[config.mk]
export PLATFORM = sky130hd
export DESIGN_NAME = par_hs_rx
export DESIGN_NICKNAME = d
export VERILOG_FILES = /design/src/rtl/par_hs_rx_pkg.sv /design/src/rtl/par_hs_rx_sync.sv /design/src/rtl/par_hs_rx_hold.sv /design/src/rtl/par_hs_rx_ctrl.sv /design/src/rtl/par_hs_rx.sv
export SDC_FILE = /design/constraint.sdc
export NUM_CORES = 1
export LEC_CHECK = 0
export ABC_AREA = 1
export ABC_CLOCK_PERIOD_IN_PS = 1500
export BUFFER_PORTS_ARGS = -buffer_cell sky130_fd_sc_hd__buf_2
export CORE_MARGIN = 1
export CORE_UTILIZATION = 50
export DETAILED_ROUTE_END_ITERATION = 16
export PLACE_DENSITY = 0.83
export SLEW_MARGIN = 30
export SYNTH_ARGS = -nofsm -noshare
export SYNTH_HDL_FRONTEND = slang
export SYNTH_SLANG_ARGS = --single-unit
export TNS_END_PERCENT = 20
[constraint.sdc]
create_clock -name clk -period 1.5 [get_ports clk]
set_clock_uncertainty 0.1 [all_clocks]
set_input_delay 0.075 -clock clk [delete_from_list [all_inputs] [get_ports clk]]
set_output_delay 0.075 -clock clk [all_outputs]
set_load 0.01 [all_outputs]
[src/rtl/par_hs_rx_pkg.sv]
package par_hs_rx_pkg;
  typedef enum logic [1:0] {
    MODE_STROBE = 2'd0,
    MODE_SINGLE = 2'd1,
    MODE_DOUBLE = 2'd2,
    MODE_RSVD   = 2'd3
  } mode_e;

  typedef enum logic [2:0] {
    ST_IDLE  = 3'd0,
    ST_SACK  = 3'd1,
    ST_DRDY  = 3'd2,
    ST_DWAIT = 3'd3,
    ST_DHELD = 3'd4,
    ST_DREL  = 3'd5
  } state_e;
endpackage

[src/rtl/par_hs_rx_sync.sv]
module par_hs_rx_sync #(
  parameter int STAGES = 2
) (
  input  logic clk,
  input  logic rst,
  input  logic d,
  output logic lvl,
  output logic fall
);
  localparam int TOP = STAGES - 1;

  logic [TOP:0] chain;
  logic         prev;

  generate
    if (STAGES == 1) begin : g_one
      always_ff @(posedge clk) begin
        if (rst) chain <= '1;
        else     chain <= d;
      end
    end else begin : g_many
      always_ff @(posedge clk) begin
        if (rst) chain <= '1;
        else     chain <= {chain[TOP-1:0], d};
      end
    end
  endgenerate

  always_ff @(posedge clk) begin
    if (rst) prev <= 1'b1;
    else     prev <= chain[TOP];
  end

  assign lvl  = chain[TOP];
  assign fall = prev & ~chain[TOP];
endmodule

[src/rtl/par_hs_rx_hold.sv]
module par_hs_rx_hold #(
  parameter int DATA_W = 8
) (
  input  logic              clk,
  input  logic              rst,
  input  logic              latch,
  input  logic [DATA_W-1:0] din,
  input  logic              rd,
  output logic [DATA_W-1:0] data_q,
  output logic              valid_q,
  output logic              underrun_q,
  output logic              consume
);
  assign consume = rd & valid_q;

  always_ff @(posedge clk) begin
    if (rst) begin
      data_q     <= '0;
      valid_q    <= 1'b0;
      underrun_q <= 1'b0;
    end else begin
      underrun_q <= rd & ~valid_q;
      if (latch) begin
        data_q  <= din;
        valid_q <= 1'b1;
      end else if (consume) begin
        valid_q <= 1'b0;
      end
    end
  end

  assert_latch_sets_valid_R2: assert property (@(posedge clk) disable iff (rst)
    latch |=> (valid_q && data_q == $past(din)));
  assert_data_held_R9: assert property (@(posedge clk) disable iff (rst)
    !latch |=> $stable(data_q));
  assert_read_clears_R9: assert property (@(posedge clk) disable iff (rst)
    (rd && !latch) |=> !valid_q);
  assert_underrun_R10: assert property (@(posedge clk) disable iff (rst)
    (rd && !valid_q) |=> underrun_q);
endmodule

[src/rtl/par_hs_rx_ctrl.sv]
module par_hs_rx_ctrl
  import par_hs_rx_pkg::*;
(
  input  logic       clk,
  input  logic       rst,
  input  logic [1:0] cfg_mode,
  input  logic       lvl,
  input  logic       fall,
  input  logic       valid,
  input  logic       consume,
  output logic       latch,
  output logic       ack_q,
  output mode_e      act_mode
);
  state_e state, st_n;
  mode_e  mode_n;
  logic   ack_n;

  always_comb begin
    st_n   = state;
    ack_n  = ack_q;
    mode_n = act_mode;
    latch  = 1'b0;
    case (state)
      ST_IDLE: begin
        if (cfg_mode != MODE_RSVD) mode_n = mode_e'(cfg_mode);
        case (act_mode)
          MODE_STROBE: latch = fall;
          MODE_SINGLE: if (fall) begin
            latch = 1'b1;
            ack_n = 1'b1;
            st_n  = ST_SACK;
          end
          MODE_DOUBLE: if (!lvl && !valid) begin
            ack_n = 1'b1;
            st_n  = ST_DRDY;
          end
          default: ;
        endcase
      end
      ST_SACK: if (lvl) begin
        ack_n = 1'b0;
        st_n  = ST_IDLE;
      end
      ST_DRDY:  if (lvl) st_n = ST_DWAIT;
      ST_DWAIT: if (fall) begin
        latch = 1'b1;
        st_n  = ST_DHELD;
      end
      ST_DHELD: if (consume) begin
        ack_n = 1'b0;
        st_n  = ST_DREL;
      end
      ST_DREL:  if (lvl) st_n = ST_IDLE;
      default: begin
        ack_n = 1'b0;
        st_n  = ST_IDLE;
      end
    endcase
  end

  always_ff @(posedge clk) begin
    if (rst) begin
      state    <= ST_IDLE;
      ack_q    <= 1'b0;
      act_mode <= MODE_STROBE;
    end else begin
      state    <= st_n;
      ack_q    <= ack_n;
      act_mode <= mode_n;
    end
  end

  assert_idle_ack_low_R4: assert property (@(posedge clk) disable iff (rst)
    (state == ST_IDLE) |-> !ack_q);
  assert_no_ack_unread_R8: assert property (@(posedge clk) disable iff (rst)
    ($rose(ack_q) && $past(act_mode) == MODE_DOUBLE) |-> $past(!valid));
  assert_mode_in_idle_R11: assert property (@(posedge clk) disable iff (rst)
    !$stable(act_mode) |-> $past(state == ST_IDLE));
  assert_mode_legal_R11: assert property (@(posedge clk) disable iff (rst)
    act_mode != MODE_RSVD);
  assert_ack_held_R7: assert property (@(posedge clk) disable iff (rst)
    (state == ST_DHELD && !consume) |=> ack_q);
endmodule

[src/rtl/par_hs_rx.sv]
module par_hs_rx
  import par_hs_rx_pkg::*;
#(
  parameter int DATA_W      = 8,
  parameter int SYNC_STAGES = 2
) (
  input  logic              clk,
  input  logic              rst,
  input  logic [1:0]        cfg_mode,
  input  logic [DATA_W-1:0] pin_data,
  input  logic              pin_req_n,
  output logic              pin_ack,
  input  logic              rd_en,
  output logic [DATA_W-1:0] rd_data,
  output logic              rd_valid,
  output logic              rd_underrun,
  output logic [1:0]        mode_active
);
  logic  req_lvl, req_fall, latch, consume;
  mode_e act_mode;

  par_hs_rx_sync #(.STAGES(SYNC_STAGES)) u_sync (
    .clk(clk), .rst(rst), .d(pin_req_n), .lvl(req_lvl), .fall(req_fall)
  );

  par_hs_rx_ctrl u_ctrl (
    .clk(clk), .rst(rst), .cfg_mode(cfg_mode), .lvl(req_lvl), .fall(req_fall),
    .valid(rd_valid), .consume(consume), .latch(latch), .ack_q(pin_ack),
    .act_mode(act_mode)
  );

  par_hs_rx_hold #(.DATA_W(DATA_W)) u_hold (
    .clk(clk), .rst(rst), .latch(latch), .din(pin_data), .rd(rd_en),
    .data_q(rd_data), .valid_q(rd_valid), .underrun_q(rd_underrun),
    .consume(consume)
  );

  assign mode_active = act_mode;
endmodule

**Word-level counts from Yosys, hierarchy flattened**

Cells that the tools add are included.

- Eq/ne operators: 16
- Multiplexer cells: 18
- Bitwise logic cells: 6
- Reductions and logical operators: 11

Operators by type and width:

| cell | number |
|---|---|
| two-way mux 3 bit | 6 |
| case mux 3 bit (5 select lines) | 1 |
| inequality test 2 bit (second input constant) | 4 |
| AND reduction 7 bit | 1 |
| == test 3 x 2 -> 1 bit (second input constant) | 2 |
| == test 3 bit (second input constant) | 2 |
| two-way mux 1 bit | 6 |
| inequality test 3 x 2 -> 1 bit (second input constant) | 2 |
| case mux 1 bit (2 select lines) | 3 |
| case mux 3 bit (2 select lines) | 1 |
| AND reduction 6 bit | 1 |
| inequality test 2 x 1 -> 1 bit (second input constant) | 2 |
| case mux 1 bit (4 select lines) | 1 |
| bitwise AND 1 bit | 3 |
| == test 3 x 1 -> 1 bit (second input constant) | 1 |
| zero test 3 bit | 1 |
| inequality test 3 bit (second input constant) | 1 |
| inverter 1 bit | 3 |
| OR reduction 3 bit | 1 |
| == test 2 x 1 -> 1 bit (second input constant) | 1 |
| == test 2 bit (second input constant) | 1 |
| zero test 1 bit | 2 |
| zero test 2 bit | 1 |
| AND reduction 2 bit | 1 |
| 3 further kinds | 3 |

- Bits in registers: 19
- Word-level logic and storage cells: 59

**Depth between registers and ports, before layout**

- Depth after elaboration: 6
- Mapped depth: 10

**Modules after synthesis**

Synthesis repeated with hierarchy kept, for this count alone.

- Cell total of the unflattened synthesis: 138
- Area total of the unflattened synthesis: 940.9 sq um

Modules (own cells, without submodules):

| module | times used | cells each | area each (sq um) | seq. area each (sq um) |
|---|---|---|---|---|
| par_hs_rx_ctrl | 1 | 84 | 510.5 | 120.1 |
| par_hs_rx_hold | 1 | 42 | 336.6 | 200.2 |
| par_hs_rx_sync | 1 | 12 | 93.8 | 60.1 |

**Worst setup path before layout**

Ideal clock, no wire load.

- Path kind: reg-to-reg
- Start: reg u_ctrl.act_mode[0]
- End: reg u_ctrl.state[1]
- Setup time: 0.113 ns
- Arrival time: 1.248 ns
- Data required time: 1.287 ns
- Path slack: 0.039 ns
- Stages on the path, launching flop included: 9
- Buffers on the path: 0
- Cells stage by stage: dfxtp_1 -> inv_1 -> ha_1 -> nand3b_1 -> nand2_1 -> nor2_1 -> nand3_1 -> nand2_1 -> nor2_1

- Word-level cells in the longest chain between the ends: 3
- Elaborated cells on any way between the ends: 8
- Those cells by class: 5 x eq/ne; 2 x mux; 1 x reduce/logical

Ends and longest elaborated chain:

| item | RTL line | text |
|---|---|---|
| start, declared | par_hs_rx_ctrl.sv:13 | `output mode_e act_mode` |
| start signal, assigned | par_hs_rx_ctrl.sv:70 | `act_mode <= mode_n;` |
| == test 2 bit / == test 2 x 1 -> 1 bit (equally long branches) | par_hs_rx_ctrl.sv:27 | `case (act_mode)` |
| case mux 3 bit (2 select lines), or another cell as far along | par_hs_rx_ctrl.sv:27 |  |
| case mux 3 bit (5 select lines) / AND reduction 7 bit (equally long branches) | - |  |
| end signal, assigned | par_hs_rx_ctrl.sv:68 | `state <= st_n;` |
| end, declared | par_hs_rx_ctrl.sv:15 | `state_e state, st_n;` |

Parallel ways exist; a longest one is shown, timed or not.
A chain may end at the register's enable or synchronous reset.

**Final worst setup path**

- Start: reg u_ctrl.act_mode[0]
- End: reg u_ctrl.state[0]

The elaborated chain is that of the path after synthesis.

==> metrics.md <==
| Metric | Value |
|---|---|
| Status | completed |
| Crit-path cells | inv_2 -> ha_4 -> nand3b_1 -> nand2_1 -> nor2_2 -> nand3_1 -> nand2_1 -> nor2_1 |
| Fmax | 691 MHz |
| Critical path type | register to register |
| Worst path top cell family by delay | simple AND/OR/NAND/NOR gates |
| Final Hold Vio Count | 0 |
| Vias per cell | 4.71 |
| Core Rows | 15 |
| Layout Utilization | 0.741 |
| Buffers on Ports | 26 |
| Io pins | 27 |
| Leakage Power | 0.663 nW |
| Fill count | 134 |
| Post-route clock period utilization | 0.964 |
| Placed cell areas | 1100 um^2 |
| Mapped Cells | 133 |
| Number of global-route vias before repair | 883 |
| Die Wd | 45.5 um |
| Synth top cells by count | nor2_1 (33), nand2_1 (20), dfxtp_1 (19) |
| Crit path max-delay cell type | dfxtp_2 |
| Synthesized area | 945 um^2 |
| Nets | 195 |
| Seq/Total Area, Yosys | 0.403 |
| First-pass GRT wire length | 3.54 mm |
| Pint | 1.06 mW |
| Clk pwr share | 0.144 |
| Setup crit start kind | register |
| Switch Pwr | 0.776 mW |
| Comb pwr share | 0.487 |
| Tmin final | 1.45 ns |
| CTS buffer count | 3 |
| Yosys cell types | 22 |
| Ant diodes | 0 |
| Max VDD drop | 0.000890 V |
| Pins Over Slew Limit | 0 |
| Critical path buffers and inverters | 1 |
| Initial Util | 0.541 |
| First drt pass iteration count | 4 |
| Number of DRC markers in iteration 0 | 19 |
| Most common cell on crit path | nand2_1 |
| Syn_nets | 150 |
| Average wire per standard cell | 10.9 um |
| Initial antenna violation count | 0 |
| Post-DP HPWL | 1.37 mm |
| Sw Share | 0.422 |
| Crit path max fanout | 3 |
| Synth Warn # | 0 |
| RD Place Congestion | 0.893 |
| Vias | 952 |
| Placeable Area | 1750 um^2 |
| Syn_area_per_cell | 7.10 um^2 |
| Flop pwr share | 0.369 |
| Antenna Nets Post-Route | 0 |
| Layout cells sized above 1 | 0.328 |
| Final wirelength | 2.19 mm |
| CTS H-Tree Depth | 1 |
| Yosys top cell by area | dfxtp_1 |
| Total grt overflow | 0 |
| Post-synth ARST share | 0 |
| Post-synth top area share | 0.403 |
| Slew Limit Headroom | 0.728 |
| Most frequent cell after synthesis | nor2_1 |
| Clk_lat worst skew | 0.30 ns |
| Clk Tree Root Cell | clkbuf_4 |
| CTS tree | yes |
| Max Cap Violations | 0 |
| DRC viols | 0 |
| Crit end category | register |
| Setup TNS | 0 ns |
| EDFF count, synth | 0 |
| Ys flop type | dfxtp_1 |
| Slowest stage delay, CP | 0.36 ns |
| Synthesis-stage register bit count | 19 |
| # setup viols final | 0 |
| GRT Resource Usage Total | 0.239 |
| Clock-pin slew of the registers on the worst-case setup and hold paths | 0.11 ns |
| Largest net degree at the start of global routing | 17 |
| Sink Count | 19 |
| Clock buffer depth | 2 |
| Cell Pwr Density | 1420 nW/um^2 |
| Die Y | 45.5 um |
| Final instance area | 1290 um^2 |
| Synth area leaders | dfxtp_1 (40%), nor2_1 (13%), nand2_1 (7.9%) |
| RSZ-0062 raised after global routing | yes |
| Required time worst endpoint | 1.61 ns |
| Actual slew at the worst max-slew pin | 0.407 ns |
| Die area | 2070 um^2 |
| Hold Path Class | input pin to register |
| Area Overhead vs Synth | 36.8% |
| Arrival time worst endpoint | 1.56 ns |
-- power groups by stage --
stage               registers [mW]  clock network [mW]  logic, mW
finish                       0.678               0.265      0.897
global route                 0.689               0.287       1.00
CTS                          0.672               0.267      0.850
floorplan                    0.696                   0      0.609
detailed placement           0.682                   0      0.809
global placement             0.677                   0      0.796
-- flip-flops by register name, summed over array words and instances (netlist names) --
name	flops
u_ctrl.state	3
u_sync.chain	2
u_sync.prev	1
u_ctrl.ack_q	1
u_hold.valid_q	1
u_hold.data_q	8
u_ctrl.act_mode	2
u_hold.underrun_q	1
-- final cells by class --
type	count	area (um^2)	share of cell area
Multi-Input combinational cell	96	508	0.393
Sequential cell	19	384	0.297
Timing Repair Buffer	41	275	0.213
Inverter	17	66.3	0.0513
Tap cell	25	31.3	0.0242
Clock buffer	3	22.5	0.0174
Clock inverter	1	5.00	0.00387
-- worst register-to-register path, delay by kind of cell, from the launching register on --
family	cells	cell delay, ns
and+or+nand+nor	6	0.59
DFF	1	0.36
adders and majority gates	1	0.25
buffers and inverters	1	0.06
-- per-layer routing --
metal / track usage / routed length, um / vias to the layer above
li1: - / - / 504
met5: 0 / 0 / -
met4: 0.127 / 27 / 0
met1: 0.291 / 1040 / 415
met2: 0.389 / 1010 / 29
met3: 0.0516 / 114 / 4
-- repair_timing --
item                                   CTS  global route
setup buffers                            0             2
setup endpoints to repair                3            12
gates resized for setup                  3             5
pin swaps                                0             5
hold buffers                            13             0
endpoints found under the hold margin   13             0
-- layout by cell type (no fill, tap or decap), drive strengths merged --
cell         instances
nor2                38
buf                 28
nand2               24
dfxtp               19
inv                 17
dlygate4sd3         13
o21ai               11
nand3                8
a21oi                4
or2                  4
clkbuf               3
ha                   3
o211ai               2
nand3b               1
nor3                 1
clkinv               1
-- stage by stage --
step                hold WS [ns]  worst slack, ns  instances  power (mW)
floorplan                 0.0466           0.0386        133        1.31
global placement           0.162           0.0404        183        1.47
detailed placement         0.166          -0.0349        183        1.49
CTS                       0.0215           0.0178        200        1.79
global route              0.0705          -0.0358        202        1.98
finish                    0.0242           0.0534        202        1.84
-- cells by family after synthesis --
| logic type | after synthesis | synth area share |
|---|---|---|
| DFF | 19 | 0.403 |
| buffers and inverters | 18 | 0.0782 |
| and+or+nand+nor | 76 | 0.379 |
| AOI/OAI and AO/OA | 17 | 0.101 |
| adders and majority gates | 3 | 0.0397 |
-- final timing paths --
check | from | endpoint | slack, ns | cells after the start
setup / recovery | u_ctrl.act_mode[0] | u_ctrl.state[0] | 0.05 | 8
hold / removal | rd_en | u_hold.valid_q | 0.02 | 4
setup reg to reg | u_ctrl.act_mode[0] | u_ctrl.state[0] | 0.05 | 8
hold reg to reg | u_sync.chain[0] | u_sync.chain[1] | 0.32 | 1
No activity file was read; power rests on OpenSTA's default activity.
